**config.mk**
```make
export PLATFORM = sky130hd
export DESIGN_NAME = rnmi_trap_ctl
export DESIGN_NICKNAME = d
export VERILOG_FILES = /design/src/rtl/rnmi_pkg.sv /design/src/rtl/rnmi_line_pick.sv /design/src/rtl/rnmi_trap_seq.sv /design/src/rtl/rnmi_csr_file.sv /design/src/rtl/rnmi_trap_ctl.sv
export SDC_FILE = /design/constraint.sdc
export NUM_CORES = 1
export LEC_CHECK = 0
export ABC_AREA = 1
export BUFFER_PORTS_ARGS = -buffer_cell sky130_fd_sc_hd__buf_2
export CORE_MARGIN = 3
export CORE_UTILIZATION = 49
export CTS_CLUSTER_SIZE = 16
export DETAILED_ROUTE_END_ITERATION = 6
export GPL_TIMING_DRIVEN = 1
export PLACE_DENSITY = 0.93
export SYNTH_ARGS = -nofsm -noshare
export SYNTH_HDL_FRONTEND = slang
export SYNTH_SLANG_ARGS = --single-unit
```
**constraint.sdc**
```tcl
create_clock -name clk -period 1.4 [get_ports clk]
set_input_delay 0.14 -clock clk [delete_from_list [all_inputs] [get_ports clk]]
set_output_delay 0.14 -clock clk [all_outputs]
set_load 0.05 [all_outputs]
```
**src/rtl/rnmi_pkg.sv**
```systemverilog
package rnmi_pkg;
  typedef enum logic [1:0] {
    PRIV_U    = 2'b00,
    PRIV_S    = 2'b01,
    PRIV_RSVD = 2'b10,
    PRIV_M    = 2'b11
  } priv_e;

  typedef enum logic [1:0] {
    ACT_NONE = 2'd0,
    ACT_NMI  = 2'd1,
    ACT_NEST = 2'd2,
    ACT_RET  = 2'd3
  } act_e;

  localparam logic [11:0] CSR_NSCRATCH = 12'h350;
  localparam logic [11:0] CSR_NEPC     = 12'h351;
  localparam logic [11:0] CSR_NCAUSE   = 12'h352;
  localparam logic [11:0] CSR_NSTATUS  = 12'h353;
  localparam int          PP_LO        = 11;
  localparam int          ILL_CAUSE    = 2;
endpackage

```
**src/rtl/rnmi_line_pick.sv**
```systemverilog
module rnmi_line_pick #(
  parameter int LINES = 4,
  parameter int IDXW  = (LINES > 1) ? $clog2(LINES) : 1
) (
  input  logic [LINES-1:0] req_i,
  output logic             any_o,
  output logic [IDXW-1:0]  idx_o
);
  always_comb begin
    idx_o = '0;
    for (int i = LINES - 1; i >= 0; i--) begin
      if (req_i[i]) idx_o = i[IDXW-1:0];
    end
  end
  assign any_o = |req_i;
endmodule

```
**src/rtl/rnmi_trap_seq.sv**
```systemverilog
module rnmi_trap_seq
  import rnmi_pkg::*;
#(
  parameter int XLEN = 32
) (
  input  logic            clk,
  input  logic            rst_n,
  input  logic            nmi_any_i,
  input  priv_e           priv_i,
  input  logic            exc_valid_i,
  input  logic [XLEN-1:0] exc_cause_i,
  input  logic            mnret_i,
  output act_e            act_o,
  output logic [XLEN-1:0] fault_cause_o,
  output logic            mnret_ill_o,
  output logic            en_o
);
  logic en_q;
  logic ret_ok, ret_bad, fault;

  always_comb begin
    ret_ok  = mnret_i && (priv_i == PRIV_M);
    ret_bad = mnret_i && (priv_i != PRIV_M);
    fault   = exc_valid_i || ret_bad;
    act_o   = ACT_NONE;
    if (nmi_any_i && en_q)      act_o = ACT_NMI;
    else if (fault && !en_q)    act_o = ACT_NEST;
    else if (!fault && ret_ok)  act_o = ACT_RET;
  end

  assign fault_cause_o = exc_valid_i ? exc_cause_i : XLEN'(ILL_CAUSE);
  assign mnret_ill_o   = ret_bad && en_q && !nmi_any_i && !exc_valid_i;
  assign en_o          = en_q;

  always_ff @(posedge clk or negedge rst_n) begin
    if (!rst_n)                en_q <= 1'b1;
    else if (act_o == ACT_NMI) en_q <= 1'b0;
    else if (act_o == ACT_RET) en_q <= 1'b1;
  end

  AST_RET_SETS_EN: assert property (@(posedge clk) disable iff (!rst_n)
    (mnret_i && priv_i == PRIV_M && !exc_valid_i && !(en_q && nmi_any_i)) |=> en_q);

  AST_NMI_OUTRANKS: assert property (@(posedge clk) disable iff (!rst_n)
    (en_q && nmi_any_i) |-> (!mnret_ill_o && act_o != ACT_NEST));
endmodule

```
**src/rtl/rnmi_csr_file.sv**
```systemverilog
module rnmi_csr_file
  import rnmi_pkg::*;
#(
  parameter int XLEN = 32
) (
  input  logic            clk,
  input  logic            rst_n,
  input  logic            cap_i,
  input  logic [XLEN-1:0] cap_pc_i,
  input  logic [XLEN-1:0] cap_cause_i,
  input  logic [1:0]      cap_priv_i,
  input  logic [11:0]     addr_i,
  input  logic            we_i,
  input  logic [XLEN-1:0] wdata_i,
  output logic [XLEN-1:0] rdata_o,
  output logic            hit_o,
  output logic [XLEN-1:0] epc_o,
  output logic [1:0]      pp_o
);
  localparam logic [XLEN-1:0] EVEN_MASK = ~XLEN'(1);

  logic [XLEN-1:0] scratch_q, epc_q, cause_q;
  logic [1:0]      pp_q;

  always_ff @(posedge clk or negedge rst_n) begin
    if (!rst_n) begin
      scratch_q <= '0;
      epc_q     <= '0;
      cause_q   <= '0;
      pp_q      <= '0;
    end else if (cap_i) begin
      epc_q   <= cap_pc_i & EVEN_MASK;
      cause_q <= cap_cause_i;
      pp_q    <= cap_priv_i;
    end else if (we_i) begin
      case (addr_i)
        CSR_NSCRATCH: scratch_q <= wdata_i;
        CSR_NEPC:     epc_q     <= wdata_i & EVEN_MASK;
        CSR_NCAUSE:   cause_q   <= wdata_i;
        CSR_NSTATUS:  pp_q      <= wdata_i[PP_LO+1:PP_LO];
        default: ;
      endcase
    end
  end

  always_comb begin
    rdata_o = '0;
    hit_o   = 1'b1;
    case (addr_i)
      CSR_NSCRATCH: rdata_o = scratch_q;
      CSR_NEPC:     rdata_o = epc_q;
      CSR_NCAUSE:   rdata_o = cause_q;
      CSR_NSTATUS:  rdata_o[PP_LO+1:PP_LO] = pp_q;
      default:      hit_o = 1'b0;
    endcase
  end

  assign epc_o = epc_q;
  assign pp_o  = pp_q;

  AST_CAUSE_MSB: assert property (@(posedge clk) disable iff (!rst_n)
    (cap_i && cap_cause_i[XLEN-1]) |=> cause_q[XLEN-1]);

  AST_CAPTURE_WINS: assert property (@(posedge clk) disable iff (!rst_n)
    (cap_i && we_i && addr_i == CSR_NSCRATCH) |=> $stable(scratch_q));
endmodule

```
**src/rtl/rnmi_trap_ctl.sv**
```systemverilog
module rnmi_trap_ctl
  import rnmi_pkg::*;
#(
  parameter int              XLEN        = 32,
  parameter int              NMI_LINES   = 4,
  parameter logic [XLEN-1:0] NMI_VEC     = 32'h0000_1000,
  parameter logic [XLEN-1:0] NMI_EXC_VEC = 32'h0000_1100
) (
  input  logic                 clk,
  input  logic                 rst_n,
  input  logic [NMI_LINES-1:0] nmi_req_i,
  input  logic [XLEN-1:0]      pc_i,
  input  logic [1:0]           priv_i,
  input  logic                 exc_valid_i,
  input  logic [XLEN-1:0]      exc_cause_i,
  input  logic                 mnret_i,
  input  logic [11:0]          csr_addr_i,
  input  logic                 csr_we_i,
  input  logic [XLEN-1:0]      csr_wdata_i,
  output logic [XLEN-1:0]      csr_rdata_o,
  output logic                 csr_hit_o,
  output logic                 redirect_valid_o,
  output logic [XLEN-1:0]      redirect_pc_o,
  output logic [1:0]           priv_o,
  output logic                 irq_en_o,
  output logic                 mnret_ill_o,
  output logic                 mepc_we_o,
  output logic [XLEN-1:0]      mepc_o,
  output logic                 mcause_we_o,
  output logic [XLEN-1:0]      mcause_o,
  output logic                 mpp_we_o,
  output logic [1:0]           mpp_o
);
  localparam int IDXW = (NMI_LINES > 1) ? $clog2(NMI_LINES) : 1;

  logic            nmi_any;
  logic [IDXW-1:0] nmi_idx;
  act_e            act;
  logic [XLEN-1:0] fault_cause;
  logic [XLEN-1:0] nmi_cause;
  logic [XLEN-1:0] saved_pc;
  logic [1:0]      saved_pp;

  rnmi_line_pick #(.LINES(NMI_LINES), .IDXW(IDXW)) u_pick (
    .req_i (nmi_req_i),
    .any_o (nmi_any),
    .idx_o (nmi_idx)
  );

  rnmi_trap_seq #(.XLEN(XLEN)) u_seq (
    .clk           (clk),
    .rst_n         (rst_n),
    .nmi_any_i     (nmi_any),
    .priv_i        (priv_e'(priv_i)),
    .exc_valid_i   (exc_valid_i),
    .exc_cause_i   (exc_cause_i),
    .mnret_i       (mnret_i),
    .act_o         (act),
    .fault_cause_o (fault_cause),
    .mnret_ill_o   (mnret_ill_o),
    .en_o          (irq_en_o)
  );

  always_comb begin
    nmi_cause            = '0;
    nmi_cause[XLEN-1]    = 1'b1;
    nmi_cause[IDXW-1:0]  = nmi_idx;
  end

  rnmi_csr_file #(.XLEN(XLEN)) u_csr (
    .clk         (clk),
    .rst_n       (rst_n),
    .cap_i       (act == ACT_NMI),
    .cap_pc_i    (pc_i),
    .cap_cause_i (nmi_cause),
    .cap_priv_i  (priv_i),
    .addr_i      (csr_addr_i),
    .we_i        (csr_we_i),
    .wdata_i     (csr_wdata_i),
    .rdata_o     (csr_rdata_o),
    .hit_o       (csr_hit_o),
    .epc_o       (saved_pc),
    .pp_o        (saved_pp)
  );

  always_comb begin
    redirect_valid_o = 1'b1;
    redirect_pc_o    = '0;
    priv_o           = priv_i;
    case (act)
      ACT_NMI:  begin redirect_pc_o = NMI_VEC;     priv_o = PRIV_M;   end
      ACT_NEST: begin redirect_pc_o = NMI_EXC_VEC; priv_o = PRIV_M;   end
      ACT_RET:  begin redirect_pc_o = saved_pc;    priv_o = saved_pp; end
      default:  redirect_valid_o = 1'b0;
    endcase
  end

  assign mepc_we_o   = (act == ACT_NEST);
  assign mcause_we_o = (act == ACT_NEST);
  assign mpp_we_o    = (act == ACT_NEST);
  assign mepc_o      = pc_i;
  assign mcause_o    = fault_cause;
  assign mpp_o       = PRIV_M;

  AST_ENTRY_MASKS: assert property (@(posedge clk) disable iff (!rst_n)
    (irq_en_o && |nmi_req_i) |=> !irq_en_o);

  AST_MASKED_HOLD: assert property (@(posedge clk) disable iff (!rst_n)
    (!irq_en_o && !(csr_we_i && csr_addr_i == CSR_NEPC)) |=> $stable(saved_pc));

  AST_NEST_WRITES: assert property (@(posedge clk) disable iff (!rst_n)
    mepc_we_o |-> (mcause_we_o && mpp_we_o && !irq_en_o && redirect_pc_o == NMI_EXC_VEC));

  AST_ENABLED_NO_NEST: assert property (@(posedge clk) disable iff (!rst_n)
    irq_en_o |-> !mepc_we_o);
endmodule

```
==> run metrics, run 1 <==
die height around 120 um; H-tree depth 3; PortBufs 252; cell count after placement 1,247; die width between 100 and 150 um; worst endpoint type primary output; initial core utilization 0.516; GRT worst endpoint redirect_pc_o[6]; library cells used by synthesis 24; status did not finish; Failed at 5_1_grt; largest cells by area after synthesis dfrtp_1, nand2_1, nand3_1; tool error [ERROR GRT-0232] Routing congestion too high. Check the congestion heatmap in the GUI.; Synth Area per Inst between 6 and 7 um^2; post-synth top area cell dfrtp_1; largest net degree at the start of global routing 56; antenna violations before repair 7; Routability Congestion between 0.8 and 0.9; Num CTS Buffers 9; post-synthesis cell count between 800 and 900; Synth top area share 0.402; root buf cell clkbuf_16; Syn. warnings 0; # IOs 258; Clock Tree Buf Depth 2; Yosys reg bits between 90 and 100; row count 39; dpl hpwl around 15,000 um; GRT Total Usage 0.736; clock tree sinks a little under 100; GRT Residual Overflow 12; Seq/Total Area, Yosys 0.406; synthesized cell area 6040 um^2
[synthesized netlist by cell type, drive strengths merged]
master and n:
clkbuf 20, nor2 47, a21oi 1, or2 2, nor3 2, buf 76, conb 2, dfstp 1
nand2 321, nand3 206, nand3b 1, o21ai 33, inv 84, o2111ai 2, dfrtp 97
[cell families after synthesis]
family	count (synthesis)	synth area share
flops	98	0.406
compound gates	36	0.0311
buf+inv	180	0.152
other cells	2	0.00124
simple gates	579	0.409
[stage by stage]
stage | area [um^2] | setup WS [ps]
CTS | 10000 | -404
global placement | 7980 | -179
floorplan | 6520 | -236
detailed placement | 7980 | -251
[routing by layer]
layer,track usage,overflow
met5,0.196,0
met4,0.736,5
met3,0.599,0
met2,0.909,7
met1,0.721,0
[timing repair]
item                                   4_1_cts
endpoints found under the hold margin       16
gates resized for setup                    254
hold buffers                                 1
pin swaps                                   22
cloned                                      18
setup endpoints to repair                  109
setup buffers                               21
==> run 2: changes to the inputs <==
CORE_UTILIZATION = 35   (was 49)
CTS_CLUSTER_SIZE = default   (was 16)
PLACE_DENSITY = default   (was 0.93)
PLACE_DENSITY_LB_ADDON = 0.15   (was default)
==> run metrics, run 2 <==
Comb pwr share 0.465; PortBufs around 250; drt total wl roughly 24,000 um; Flop pwr share 0.320; Max Fanout on Critical Path 6; share of cells above drive strength 1 0.482; largest net degree at the start of global routing 43; Die Area ~19,000 um^2; Seq/Total Area, Yosys 0.406; post-synthesis cell count between 800 and 900; routed len/inst around 17 um; FF-to-FF Start u_seq.en_o; die width between 100 and 150 um; root buf cell clkbuf_16; Endpoint, Worst Hold u_csr.scratch_q[23]; cell count after placement roughly 1.3k; period utilization 1.29; Peak supply drop 0.864 mV; Synth top area share 0.402; Hold Crit Class in2reg; Synth Area per Inst 6.75 um^2; Num CTS Buffers 9; Via Count between 6k and 7k; total core area between 15,000 and 20,000 um^2; largest cells by area after synthesis dfrtp_1, nand2_1, nand3_1; fin crit period between 1500 and 2000 ps; hold path depth 3; Max Clock Skew 7.34 ps; Required @ worst endpoint 1260 ps; initial core utilization 0.360; row count 47; DR pass1 iterations 5; endpoints failing hold 0; Routability Congestion about 0.8; leakage power 0.00564 uW; Iter 0 DRT Violations 355; top-count cell post-synth nand2_1; Clock transition at path regs about 70 ps; Reg2Reg Depth 8; drt drc 0; switch share 0.416; H-tree depth 3; clock share of power 0.215; Routed Antenna Nets 0; fin cells 1,399; post-synth top area cell dfrtp_1; hold path start csr_wdata_i[23]; Pint between 7000 and 8000 uW; die height between 100 and 150 um; top post-synthesis cells by count nand2_1, nand3_1, dfrtp_1; # fillers about 1.4k; crit start category register; CTS tree built; Syn. warnings 0; library cells used by synthesis 24; max-cap viol count 0; most common cell after layout, fill and taps aside nand2_1; fin nets 1,293; commonest non-fill, non-tap cells in the layout nand2_1, buf_2, nand3_2, dfrtp_1, nand3_1; synthesized cell area between 6000 and 7000 um^2; GRT Residual Overflow 0; Worst setup EP type primary output; RSZ-0062 raised after global routing yes; number of flops mapped to enable cells by yosys 0; endpoints failing setup about 170; vias per cell between 4 and 5; vias in the first global route just under 7k; worst flop-to-flop path endpoint u_csr.epc_o[15]; Most used DFF post-synth dfrtp_1; crit path kind reg2out; status finished, violations left; pre-CTS WS -253 ps; GRT Total Usage 0.249; Yosys reg bits 98; Power Density around 1100 nW/um^2; post-layout worst setup margin -401 ps; clock tree sinks 98; Async SR Flop Fraction 1.00; r2r setup slk -220 ps; WHS between 10 and 15 ps; clock latency on the worst-skew pair ~350 ps; number of slew-limit violations in the final report 0; Clock Tree Buf Depth 2; # IOs 258; area delta synth->final 77.9%; failing checks negative setup slack; Arr. time, crit path between 1500 and 2000 ps; # diodes 0; first-pass GRT wire length roughly 36,000 um; dpl hpwl between 15,000 and 20,000 um; switching power a little over 5000 uW; antenna violations before repair 0; fmax around 560 MHz
run 2: cell counts after synthesis:
Identical to the previous run, type by type.
run 2: power groups by stage:
stage | sequential [uW] | combinational, uW | clock [uW]
6_report | 3910 | 5670 | 2630
5_1_grt | 3950 | 6100 | 2790
4_1_cts | 3860 | 5230 | 2660
3_5_place_dp | 3860 | 4360 | 0
3_3_place_gp | 3860 | 4330 | 0
2_1_floorplan | 3740 | 3020 | 0
run 2: kinds of logic after synthesis:
logic type             share of synthesized area
AND/OR/NAND/NOR                            0.409
buffers and inverters                      0.152
flip-flops                                 0.406
AO/OA/AOI/OAI                             0.0311
other                                    0.00124
run 2: worst max-delay path: stages (launching register included):
cell and delay [ps]:
dfstp_4 650, nand2_8 80, nand2_8 120, buf_12 120, buf_12 140, nor2_4 50, buf_8 140
run 2: routing by layer:
metal | global-route usage | wire, um | up-vias
met5 | 0 | 0 | -
met4 | 0.0593 | 374 | 0
met3 | 0.0325 | 1300 | 34
met2 | 0.459 | 12800 | 273
met1 | 0.308 | 9940 | 3324
li1 | - | - | 3353
run 2: worst max path at each step:
stage / slack, ps / endpoint / cells past startpoint / from
floorplan: -240 / redirect_pc_o[12] / 6 / u_seq.en_o
global placement: -240 / csr_rdata_o[1] / 9 / csr_addr_i[3]
detailed placement: -250 / csr_rdata_o[1] / 9 / csr_addr_i[3]
CTS: -410 / redirect_pc_o[31] / 6 / u_seq.en_o
global route: -450 / redirect_pc_o[31] / 6 / u_seq.en_o
finish: -400 / redirect_pc_o[6] / 6 / u_seq.en_o
run 2: final cells by class:
class | count | area [um^2] | area share
multi-input cells | 618 | 3810 | 0.355
repair buffers | 363 | 3560 | 0.331
flip-flops and latches | 98 | 2460 | 0.229
inverters | 84 | 325 | 0.0303
well taps | 220 | 275 | 0.0256
clock buffers | 11 | 253 | 0.0235
clock inverters | 5 | 60.1 | 0.00559
run 2: timing repair:
action / 4_1_cts / 5_1_grt
gates cloned: 14 / 6
setup endpoints to repair: 151 / 163
hold buffers: 7 / 0
pin swaps: 41 / 31
buffers inserted: 23 / 5
resized for setup: 299 / 82
hold endpoints to repair: 29 / 0
run 2: stage by stage:
step	instance area, um^2	total power, uW	TNS, ps	utilization
global route	10700	12800	-37430	0.641
finish	10700	12200	-26970	0.641
floorplan	6520	6760	-6720	-
detailed placement	8330	8220	-20940	0.497
global placement	8330	8190	-20330	0.497
CTS	10500	11700	-28560	0.626
Note: power is estimated with default switching activity, not from simulation.
==> run 3: changes to the inputs <==
CELL_PAD_IN_SITES_DETAIL_PLACEMENT = 0   (was default)
CELL_PAD_IN_SITES_GLOBAL_PLACEMENT = 1   (was default)
CORE_UTILIZATION = 33   (was 35)
==> run metrics, run 3 (synthesis gave the netlist of run 2 again) <==
status finished, violations left; failing checks negative setup slack; M1 WL 10,500 um; share of cells above drive strength 1 0.640; Max Fanout on Critical Path 7; crit path kind reg2out; fmax 569 MHz; Clock Tree Buf Depth 2; Routability Congestion about 0.78; die height about 140 um; final design utilization 0.685; drt drc 0; Pwr Total around 14,000 uW; slowest stage delay, CP between 600 and 700 ps; switch share 0.420; Worst setup EP type primary output; GRT Total Usage 0.249; H-tree depth 3; row count 48; total negative setup slack -34,300 ps; # diodes 0; initial core utilization 0.343; CTS tree built; Flop pwr share 0.287; largest net degree at the start of global routing 53; Max Clock Skew between 6 and 7 ps; switching power 5780 uW; DR pass1 iterations 6; clock share of power 0.182; Critical-path top delay cell dfstp_4; Power Density 1140 nW/um^2; Num CTS Buffers 9; vias per cell between 5 and 6; Routed Antenna Nets 0; dpl hpwl between 15,000 and 20,000 um; crit path cell chain nand2_8 > nand2_8 > nor2_1 > nor2_4 > buf_8; routed len/inst around 19 um; post-layout worst setup margin -357 ps; PortBufs between 200 and 300; Clock transition at path regs 70 ps; Pint roughly 8000 uW; leakage power around 0.006 uW; WHS approximately 16 ps; area delta synth->final 99.5%; most common cell after layout, fill and taps aside nand2_1; Peak supply drop 1.07 mV; clock tree sinks 98; Die Area 20,000 um^2; GRT Residual Overflow 0; Hold Crit Class in2reg; top sig layer met4; fin nets about 1.3k; # IOs 258; period utilization 1.26; antenna violations before repair 0; Required @ worst endpoint 1260 ps; crit start category register; clock latency on the worst-skew pair approximately 350 ps; endpoints failing hold 0; RSZ-0062 raised after global routing yes; drt total wl approximately 26,000 um; root buf cell clkbuf_16; routed wl met2 about 14,000 um; met3 WL ~1400 um; Iter 0 DRT Violations a little under 400; first-pass GRT wire length ~39,000 um; die width between 100 and 150 um; fin crit period roughly 1800 ps; Comb pwr share 0.531; total core area between 15,000 and 20,000 um^2; Via Count just over 7k; Arr. time, crit path around 1600 ps; number of slew-limit violations in the final report 0; vias in the first global route 7,067; commonest non-fill, non-tap cells in the layout nand2_1, buf_2, nand3_2, dfrtp_1, nand2_2; max-cap viol count 0; endpoints failing setup 167; Most Frequent Cell on Critical Path nand2_8
[run 3: cell count changes in the layout (fill, tap and decap cells not counted), moves of 9 or more]
| cell | previous run | this run |
|---|---|---|
| nand2_1 | 308 | 185 |
| o21ai_0 | 14 | 1 |
| nand3_4 | 12 | 37 |
| nand2_4 | 2 | 50 |
| nand3_1 | 78 | 46 |
| nand2_2 | 7 | 81 |
| buf_12 | 38 | 47 |
| o21ai_2 | 1 | 19 |
[run 3: final timing paths]
check,start,endpoint,slack (ps),depth (start not counted)
setup reg to reg,u_seq.en_o,u_csr.epc_o[13],-270,9
hold / removal,csr_wdata_i[19],u_csr.scratch_q[19],20,3
setup / recovery,u_seq.en_o,redirect_pc_o[12],-360,5
hold reg to reg,u_csr.scratch_q[2],u_csr.scratch_q[2],500,2
min in group asynchronous,rst_n,u_csr.epc_o[6],230,2
max in group asynchronous,rst_n,u_seq.en_o,570,3
[run 3: repair_timing]
item	4_1_cts	5_1_grt
resized for setup	345	330
pin swaps	32	91
setup endpoints to repair	116	169
cloned	21	8
buffers inserted	36	13
hold buffers	1	0
hold endpoints to repair	19	0
[run 3: through the flow]
step,std cells,cell area [um^2],setup WS (ps)
floorplan,896,6520,-236
global placement,1345,8340,-202
detailed placement,1345,8340,-207
CTS,1416,10800,-430
global route,1416,12100,-402
finish,1416,12100,-357
[run 3: cell type report]
class,count,area [um^2]
Inverter,84,330
Fill cell,1402,5550
Multi-Input combinational cell,618,4800
Tap cell,225,282
Sequential cell,98,2460
Clock inverter,5,56.3
Clock buffer,9,225
Timing Repair Buffer,377,3900
[run 3: power by group through the flow]
stage	Clock [uW]	Combinational, uW	Sequential (uW)
CTS	2540	6370	3830
global route	2630	7760	4020
finish	2510	7310	3940
floorplan	0	3020	3740
detailed placement	0	4530	3830
global placement	0	4500	3840
[run 3: worst max-delay path: cells and delay by family, from the launching register on]
family	cells	cell delay [ps]
flip-flops	1	660
AND/OR/NAND/NOR	4	460
buffers and inverters	1	150
[run 3: routing by layer]
layer | vias up | track usage
met1 | 3418 | 0.322
met3 | 28 | 0.0330
met5 | - | 0
li1 | 3387 | -
met4 | 0 | 0.0627
met2 | 272 | 0.441
